**config.mk**
```make
export PLATFORM = sky130hd
export DESIGN_NAME = fwd_stall_unit
export DESIGN_NICKNAME = d
export VERILOG_FILES = /design/src/rtl/fwd_pkg.sv /design/src/rtl/fwd_operand_sel.sv /design/src/rtl/fwd_issue_reg.sv /design/src/rtl/fwd_stall_unit.sv
export SDC_FILE = /design/constraint.sdc
export NUM_CORES = 1
export LEC_CHECK = 0
export BUFFER_PORTS_ARGS = -buffer_cell sky130_fd_sc_hd__buf_2
export CORE_AREA = 2 2 104 106
export DETAILED_ROUTE_END_ITERATION = 8
export DIE_AREA = 0 0 106 108
export GPL_TIMING_DRIVEN = 0
export HOLD_SLACK_MARGIN = 0.05
export PLACE_DENSITY = 0.76
export RECOVER_POWER = 25
export SYNTH_ARGS = -nofsm -noshare
export SYNTH_HDL_FRONTEND = slang
export SYNTH_SLANG_ARGS = --single-unit
```
**constraint.sdc**
```tcl
create_clock -name clk -period 2.4 [get_ports clk]
set_clock_uncertainty 0.2 [all_clocks]
set_input_delay 0.24 -clock clk [delete_from_list [all_inputs] [get_ports clk]]
set_output_delay 0.24 -clock clk [all_outputs]
set_load 0.02 [all_outputs]
```
**src/rtl/fwd_pkg.sv**
```systemverilog
// Shared definitions for the decode bypass unit.
// Assumes source order: index 0 is the youngest stage (execute).
package fwd_pkg;
    localparam int NUM_SRC = 3;

    typedef enum logic [1:0] {
        SRC_EX = 2'd0,
        SRC_MA = 2'd1,
        SRC_WB = 2'd2
    } fwd_src_e;

    // Per-stage status flags accompanying a destination index and value.
    typedef struct packed {
        logic live;
        logic wr;
        logic ld_wait;
    } stage_flags_t;
endpackage

```
**src/rtl/fwd_operand_sel.sv**
```systemverilog
// Chooses one operand from the register file or from the youngest matching
// later stage. Also reports whether that youngest match is an unread load.
// Assumes slot 0 of the arrays is the youngest stage.
module fwd_operand_sel
    import fwd_pkg::*;
#(
    parameter int XLEN   = 32,
    parameter int RIDX_W = 5,
    parameter int NSRC   = NUM_SRC
) (
    input  logic [RIDX_W-1:0] src_idx,
    input  logic [XLEN-1:0]   rf_data,
    input  stage_flags_t      st_flags [NSRC],
    input  logic [RIDX_W-1:0] st_rd    [NSRC],
    input  logic [XLEN-1:0]   st_data  [NSRC],
    output logic [XLEN-1:0]   value,
    output logic              need_wait
);
    logic [NSRC-1:0] cand;

    // Candidate flags: live, register-writing, same nonzero index.
    for (genvar g = 0; g < NSRC; g++) begin : g_cand
        assign cand[g] = st_flags[g].live && st_flags[g].wr &&
                         (st_rd[g] == src_idx) && (src_idx != '0);
    end

    // Priority pick: scan oldest to youngest so the youngest overrides.
    always_comb begin
        value     = rf_data;
        need_wait = 1'b0;
        for (int i = NSRC - 1; i >= 0; i--) begin
            if (cand[i]) begin
                value     = st_data[i];
                need_wait = st_flags[i].ld_wait;
            end
        end
        if (src_idx == '0) begin
            value     = '0;
            need_wait = 1'b0;
        end
    end
endmodule

```
**src/rtl/fwd_issue_reg.sv**
```systemverilog
// Decode-to-execute register. It loads whenever the downstream stage
// advances and holds otherwise. Assumes a synchronous active-low reset.
module fwd_issue_reg #(
    parameter int XLEN = 32
) (
    input  logic            clk,
    input  logic            rst_n,
    input  logic            advance,
    input  logic            in_valid,
    input  logic [XLEN-1:0] in_op1,
    input  logic [XLEN-1:0] in_op2,
    output logic            out_valid,
    output logic [XLEN-1:0] out_op1,
    output logic [XLEN-1:0] out_op2
);
    // Capture the decode payload when execute accepts it.
    always_ff @(posedge clk) begin
        if (!rst_n) begin
            out_valid <= 1'b0;
            out_op1   <= '0;
            out_op2   <= '0;
        end else if (advance) begin
            out_valid <= in_valid;
            out_op1   <= in_op1;
            out_op2   <= in_op2;
        end
    end
endmodule

```
**src/rtl/fwd_stall_unit.sv**
```systemverilog
// Top of the decode bypass and load stall logic. Two operand selectors
// share the three later-stage sources. A load-use hazard or execute
// back-pressure drops ready and holds the PC; a hazard also drops valid.
// Assumes the writeback input never carries an unread load.
module fwd_stall_unit
    import fwd_pkg::*;
#(
    parameter int XLEN   = 32,
    parameter int RIDX_W = 5
) (
    input  logic              clk,
    input  logic              rst_n,
    input  logic              id_valid,
    input  logic [RIDX_W-1:0] id_rs1,
    input  logic [RIDX_W-1:0] id_rs2,
    input  logic [XLEN-1:0]   rf_rdata1,
    input  logic [XLEN-1:0]   rf_rdata2,
    input  logic              ex_valid,
    input  logic              ex_wen,
    input  logic              ex_load_wait,
    input  logic [RIDX_W-1:0] ex_rd,
    input  logic [XLEN-1:0]   ex_result,
    input  logic              ma_valid,
    input  logic              ma_wen,
    input  logic              ma_load_wait,
    input  logic [RIDX_W-1:0] ma_rd,
    input  logic [XLEN-1:0]   ma_result,
    input  logic              wb_valid,
    input  logic              wb_wen,
    input  logic [RIDX_W-1:0] wb_rd,
    input  logic [XLEN-1:0]   wb_result,
    input  logic              ex_ready,
    output logic              dec_valid,
    output logic              dec_ready,
    output logic              pc_hold,
    output logic              iss_valid,
    output logic [XLEN-1:0]   iss_op1,
    output logic [XLEN-1:0]   iss_op2
);
    localparam int NOPS = 2;

    stage_flags_t      flags [NUM_SRC];
    logic [RIDX_W-1:0] rds   [NUM_SRC];
    logic [XLEN-1:0]   datas [NUM_SRC];

    logic [RIDX_W-1:0] op_idx [NOPS];
    logic [XLEN-1:0]   op_rf  [NOPS];
    logic [XLEN-1:0]   op_val [NOPS];
    logic [NOPS-1:0]   op_wait;
    logic              hazard;

    // Gather later-stage status in youngest-first order.
    always_comb begin
        flags[SRC_EX] = '{live: ex_valid, wr: ex_wen, ld_wait: ex_load_wait};
        flags[SRC_MA] = '{live: ma_valid, wr: ma_wen, ld_wait: ma_load_wait};
        flags[SRC_WB] = '{live: wb_valid, wr: wb_wen, ld_wait: 1'b0};
        rds[SRC_EX]   = ex_rd;
        rds[SRC_MA]   = ma_rd;
        rds[SRC_WB]   = wb_rd;
        datas[SRC_EX] = ex_result;
        datas[SRC_MA] = ma_result;
        datas[SRC_WB] = wb_result;
    end

    assign op_idx[0] = id_rs1;
    assign op_idx[1] = id_rs2;
    assign op_rf[0]  = rf_rdata1;
    assign op_rf[1]  = rf_rdata2;

    for (genvar k = 0; k < NOPS; k++) begin : g_op
        fwd_operand_sel #(
            .XLEN  (XLEN),
            .RIDX_W(RIDX_W),
            .NSRC  (NUM_SRC)
        ) u_sel (
            .src_idx  (op_idx[k]),
            .rf_data  (op_rf[k]),
            .st_flags (flags),
            .st_rd    (rds),
            .st_data  (datas),
            .value    (op_val[k]),
            .need_wait(op_wait[k])
        );
    end

    // Stall decision and handshake outputs.
    always_comb begin
        hazard    = id_valid && (op_wait != '0);
        dec_valid = id_valid && !hazard;
        dec_ready = ex_ready && !hazard;
        pc_hold   = !dec_ready;
    end

    fwd_issue_reg #(.XLEN(XLEN)) u_issue (
        .clk      (clk),
        .rst_n    (rst_n),
        .advance  (ex_ready),
        .in_valid (dec_valid),
        .in_op1   (op_val[0]),
        .in_op2   (op_val[1]),
        .out_valid(iss_valid),
        .out_op1  (iss_op1),
        .out_op2  (iss_op2)
    );
endmodule

```
* Word-level counts from Yosys, hierarchy flattened
Cells that the tools add are included.
** Word-level totals
- Register bits after elaboration :: 65
- Input bits :: 197
- Output and inout port bits :: 68
- Logic and storage cells :: 48
** Operators by class
- Equal/unequal tests :: 6
- Muxes and demuxes :: 14
- Reduce and logical (&&, ||, !) cells :: 25
** Operators by type and width (number)
- two-way mux 32 bit :: 8
- == test 5 bit :: 6
- logical AND 1 bit :: 18
- zero test 5 bit :: 2
- nonzero test 5 bit :: 2
- two-way mux 1 bit :: 6
- zero test 1 bit :: 2
- nonzero test 2 bit :: 1

* Depth between registers and ports, before layout
- Depth in word-level cells :: 11
- Depth in mapped cells :: 8
- Gate-level depth less buffers :: 6

* Hierarchy
Synthesis repeated with hierarchy kept, for this count alone.
** Unflattened totals
- Cells, all modules :: 668
- Area, all modules :: 5904.4 um^2
** By module, submodules not included
- fwd_operand_sel :: instances 2, cells an instance 227, area each 1686.6 um^2, seq. area each 0.0 um^2
- fwd_issue_reg :: instances 1, cells an instance 209, area each 2504.9 um^2, seq. area each 1301.2 um^2
- fwd_stall_unit :: instances 1, cells an instance 5, area each 26.3 um^2, seq. area each 0.0 um^2

* Worst setup path after synthesis
Ideal clock, no wire load.
- Path type :: input -> output
- Start point :: input port id_rs2[4]
- End point :: output port pc_hold
- Arrival :: 1.746 ns
- Required time :: 1.960 ns
- Setup slack :: 0.214 ns
- Stages on the path :: 6
- Path buffers :: 0
- Cell sequence :: xor2_1 > nor4_1 > nand4_1 > mux2_2 > a22oi_1 > o21ai_0
** Between the ends
- Longest elaborated chain between the ends :: 11
- Elaborated cells on any way between the ends :: 16
- Those cells by class :: eq/ne (2); mux (3); reduce/logical (11)
** Ends and longest elaborated chain
- start: declaration :: RTL line fwd_stall_unit.sv:15 : input logic [RIDX_W-1:0] id_rs2,
- == test 5 bit :: RTL line fwd_operand_sel.sv:24 : (st_rd[g] == src_idx) && (src_idx != '0);
- logical AND 1 bit :: RTL line fwd_operand_sel.sv:23 : assign cand[g] = st_flags[g].live && st_flags[g].wr &&
- logical AND 1 bit :: RTL line fwd_operand_sel.sv:24
- two-way mux 1 bit (2 in series) :: RTL line fwd_operand_sel.sv:32 : if (cand[i]) begin
- two-way mux 1 bit (*) :: RTL line fwd_operand_sel.sv:37 : if (src_idx == '0) begin
- nonzero test 2 bit (*) :: RTL line fwd_stall_unit.sv:88 : hazard = id_valid && (op_wait != '0);
- logical AND 1 bit (*) :: RTL line fwd_stall_unit.sv:88
- zero test 1 bit (*) :: RTL line fwd_stall_unit.sv:90 : dec_ready = ex_ready && !hazard;
- logical AND 1 bit (*) :: RTL line fwd_stall_unit.sv:90
- zero test 1 bit (*) :: RTL line fwd_stall_unit.sv:91 : pc_hold = !dec_ready;
- end: declaration :: RTL line fwd_stall_unit.sv:35 : output logic pc_hold,
Mark *: on every way between the ends. The rest lies on a longest branch, timed or not.

* Worst setup path after layout
- Start point :: input port ex_rd[4]
- End point :: output port dec_ready
** Between the ends
- Longest elaborated chain between the ends :: 9
- Elaborated cells on any way between the ends :: 14
- Those cells by class :: eq/ne (2); mux (4); reduce/logical (8)
** Ends and longest elaborated chain
- start: declaration :: RTL line fwd_stall_unit.sv:21 : input logic [RIDX_W-1:0] ex_rd,
- == test 5 bit :: RTL line fwd_operand_sel.sv:24
- logical AND 1 bit :: RTL line fwd_operand_sel.sv:23
- logical AND 1 bit :: RTL line fwd_operand_sel.sv:24
- two-way mux 1 bit :: RTL line fwd_operand_sel.sv:32
- two-way mux 1 bit :: RTL line fwd_operand_sel.sv:37
- nonzero test 2 bit (*) :: RTL line fwd_stall_unit.sv:88
- logical AND 1 bit (*) :: RTL line fwd_stall_unit.sv:88
- zero test 1 bit (*) :: RTL line fwd_stall_unit.sv:90
- logical AND 1 bit (*) :: RTL line fwd_stall_unit.sv:90
- end: declaration :: RTL line fwd_stall_unit.sv:34 : output logic dec_ready,
Marks and branches as above.

==> impl_results.md <==
* Initial Utilization at 0.4015
* Top FF cell, synth: dfxtp_1
* Mapped Cells at 439
* Critical path depth at 8
* Cell taking the most area after synthesis: dfxtp_1
* Logic pwr share at 0.258
* Seq/Total Area, Yosys at 0.3168
* DR DRC count at 0
* Sink Count at 65
* Worst r2r path cells at 1
* R2r startpoint: u_issue.out_op1[22]
* Area Growth Syn to Fin at 51.23%
* Clk_lat worst skew at approximately 330 ps
* M2 GR Usage at 0.4894
* Post-route ant nets at 0
* Vias in the first global route at 5163
* Slowest cell on the critical path: mux2_4
* Worst hold path depth at 4
* DP Area at between 5000 and 6000 µm²
* CP endpoint kind: output port
* CP Max Fanout at 4
* Worst-margin pin slew at 572.0 ps
* Clk pwr share at 0.328
* Setup_tns at 0 ps
* Layout cells sized above 1 at 0.3620
* CP Launch Type: input pin
* Post-Synth Simple-Gate Area at 0.07463
* Via density at between 5 and 6
* Power Total at 2.883 mW
* Internal at roughly 2.0 mW
* Synthesis-stage register bit count at 65
* WL/cell at between 15 and 20 µm
* Worst path required time at roughly 2000 ps
* Fill count at slightly above 900
* Full die area at roughly 11000 µm²
* Post-layout util at 0.6072
* Setup-failing EPs final at 0
* Clk buf depth at 2
* Die Span X at ~110 µm
* Max Cap Viol at 0
* GR Layer Usage met3 at 0.05726
* R2r setup slk at 1410 ps
* Hold path start: rf_rdata2[26]
* Synth async-reset ratio at 0
* Via count at around 5200
* Main combinational cell family by area after synthesis: compound AO/OA/AOI/OAI gates
* VDD IR max at between 0.0002 and 0.0003 V
* Yosys synthesis warning count at 0
* Mean Syn Cell Area at 9.357 µm²
* Post-synth EDFFs at 0
* Buffers & Inverters on Critical Path at 2
* Synth Area in Compound Gates at 0.3338
* Final Critical Period at approximately 2300 ps
* Final Max Tran Viols at 0
* Hold Vio Cnt, Final at 0
* Pin count of the biggest net entering global routing at 12
* Clk root buf: clkbuf_8
* RePlAce Congestion at around 0.93
* H-tree levels at 3
* Pleak at 3.168 nW
* Gr busiest metal: met2
* Syn_nets at approximately 640
* Outcome: finished clean
* Hold WC Path Type: in2reg
* Adder-cell area share of the yosys netlist at 0
* Post-Synth XOR/XNOR Area at 0.05970
* WHS at around 110 ps
* Initial antenna violation count at 0
* Fin cells at around 900
* Sw Ratio at 0.3055
* Ant diodes at 0
* Post-synthesis mux area share at 0.1611
* Critical Path AT at approximately 1900 ps
* Cell Area, Synth at slightly above 4000 µm²
* Total gr overflow at 0
* CTS tree: yes
* Global-route wire length before repair at roughly 26000 µm
* Met1 Resource Use GR at 0.3428
* Crit path max-delay family: simple AND/OR/NAND/NOR gates
* RR Endpoint: u_issue.out_op1[22]
* Finished Cell Area at between 6000 and 7000 µm²
* Area contributors post-synth: dfxtp_1, mux2i_1, a221o_1, o221ai_1, a211oi_1
* Synth unique cells at 32
* Reg clk slew, reported paths at roughly 80 ps
* Share of power burned in registers at 0.415
* Site Rows at 37
* Core area at between 10000 and 15000 µm²
* Worst path max stage delay at roughly 340 ps
* GRT Util Overall at 0.2814
* PwrDens at approximately 460 nW/µm²
* Net Sw Power at roughly 0.88 mW
* Initial DRT Pass Iterations at 6
* Slew Limit Headroom at 0.6187
* RSZ-0062 raised after global routing: true
* Crit-path cells: buf_8, xor2_2, nor4_2, nand4_1, mux2_4, a22oi_2, o21a_1, buf_6
* DP Wirelength at 13150 µm
* DRT iter0 DRCs at about 350
* I/O Buffers at between 200 and 300
* Crit Path Class: in2out
* Hold EP: u_issue.out_op2[26]
* Detailed Route WL at roughly 17000 µm
* Placed cells at ~840
* Yosys top cell area share at 0.3168
* Setup Slack @ Placement at -412.3 ps
* CTS Buf Count at 9
* Fin nets at 949
* Period utilization at 0.9594
* Worst Setup Slack, final at about 97 ps
* Die height at between 100 and 150 µm
* I/O Pins at 265
* Fmax at about 0.43 GHz
==> tightest hold or removal path: stages <==
cell and delay, ps:
buf_2 80, mux2i_1 60, a21oi_1 140, a221o_1 110
==> cell families after synthesis <==
logic type	count (synthesis)
multiplexers	66
XOR/XNOR	28
buffers and inverters	47
AO/OA/AOI/OAI	166
flip-flops	65
AND/OR/NAND/NOR	67
==> power by group through the flow <==
stage                     Sequential [mW]  Combinational [mW]  Clock (mW)
after floorplan                      1.30               0.240           0
after global placement               1.21               0.671           0
after detailed placement             1.22               0.682           0
after CTS                            1.19               0.729       0.953
after global routing                 1.20               0.795        1.01
final                                1.20               0.743       0.945
==> flip-flops by register name, summed over array words and instances, names as in the netlist <==
name               count
u_issue.out_op1       32
u_issue.out_op2       32
u_issue.out_valid      1
==> repair_timing <==
item / in CTS / in global routing
hold endpoints to repair: 65 / 1
hold buffers: 34 / 2
pin swaps: 1 / 6
endpoints found under the setup margin: 3 / 6
gates cloned: 0 / 0
setup buffers: 2 / 1
resized for setup: 1 / 21
==> metal layers <==
layer  vias to the layer above  wire [µm]  part of all wire
met5                         -          0                 0
met3                        47       1351             0.079
met4                         0        468             0.027
li1                       2403          -                 -
met1                      2459       6886              0.40
met2                       306       8492              0.49
==> cell type report <==
cell class | instances | area, µm² | share of cell area
inverters | 4 | 15.01 | 0.002417
well taps | 136 | 170.2 | 0.02739
flip-flops and latches | 65 | 1301 | 0.2095
clock inverters | 5 | 55.05 | 0.008862
multi-input cells | 327 | 2629 | 0.4232
repair buffers | 302 | 1694 | 0.2727
clock buffers | 11 | 141.4 | 0.02276
plain buffers | 43 | 206.4 | 0.03323
==> cells in the final DEF (no fill, tap or decap), types with 5 or more instances in the layout <==
cell type / count
clkbuf_1: 57
mux2i_1: 65
o221ai_1: 32
nor2_1: 38
buf_2: 237
a221o_1: 64
nand4_1: 5
buf_4: 5
a211oi_1: 32
clkbuf_8: 10
xnor2_1: 8
a21oi_1: 32
dfxtp_1: 65
xor2_1: 17
nand2_1: 6
dlygate4sd3_1: 35
buf_6: 8
==> cell usage after synthesis (2+ instances only) <==
master and instances:
dfxtp_1 65, mux2i_1 65, a221o_1 64, nor2_1 38, a211oi_1 32, a21oi_1 32, o221ai_1 32, clkbuf_1 24
xor2_1 20, buf_2 12, xnor2_1 8, nand2_1 6, nand4_1 5, buf_6 4, inv_1 4, nor3_1 4
buf_1 3, nand3_1 3, nor4_1 3, and2_1 2, nor2b_1 2
==> worst max path at each step <==
| stage | start | slack (ps) | to |
|---|---|---|---|
| after floorplan | id_rs2[4] | 210 | pc_hold |
| after global placement | id_rs2[4] | -380 | dec_ready |
| after detailed placement | id_rs2[4] | -410 | dec_ready |
| after CTS | id_rs2[4] | 20 | dec_ready |
| after global routing | ex_rd[4] | -50 | dec_ready |
| final | ex_rd[4] | 100 | dec_ready |
Power figures use the tool's default switching activity.
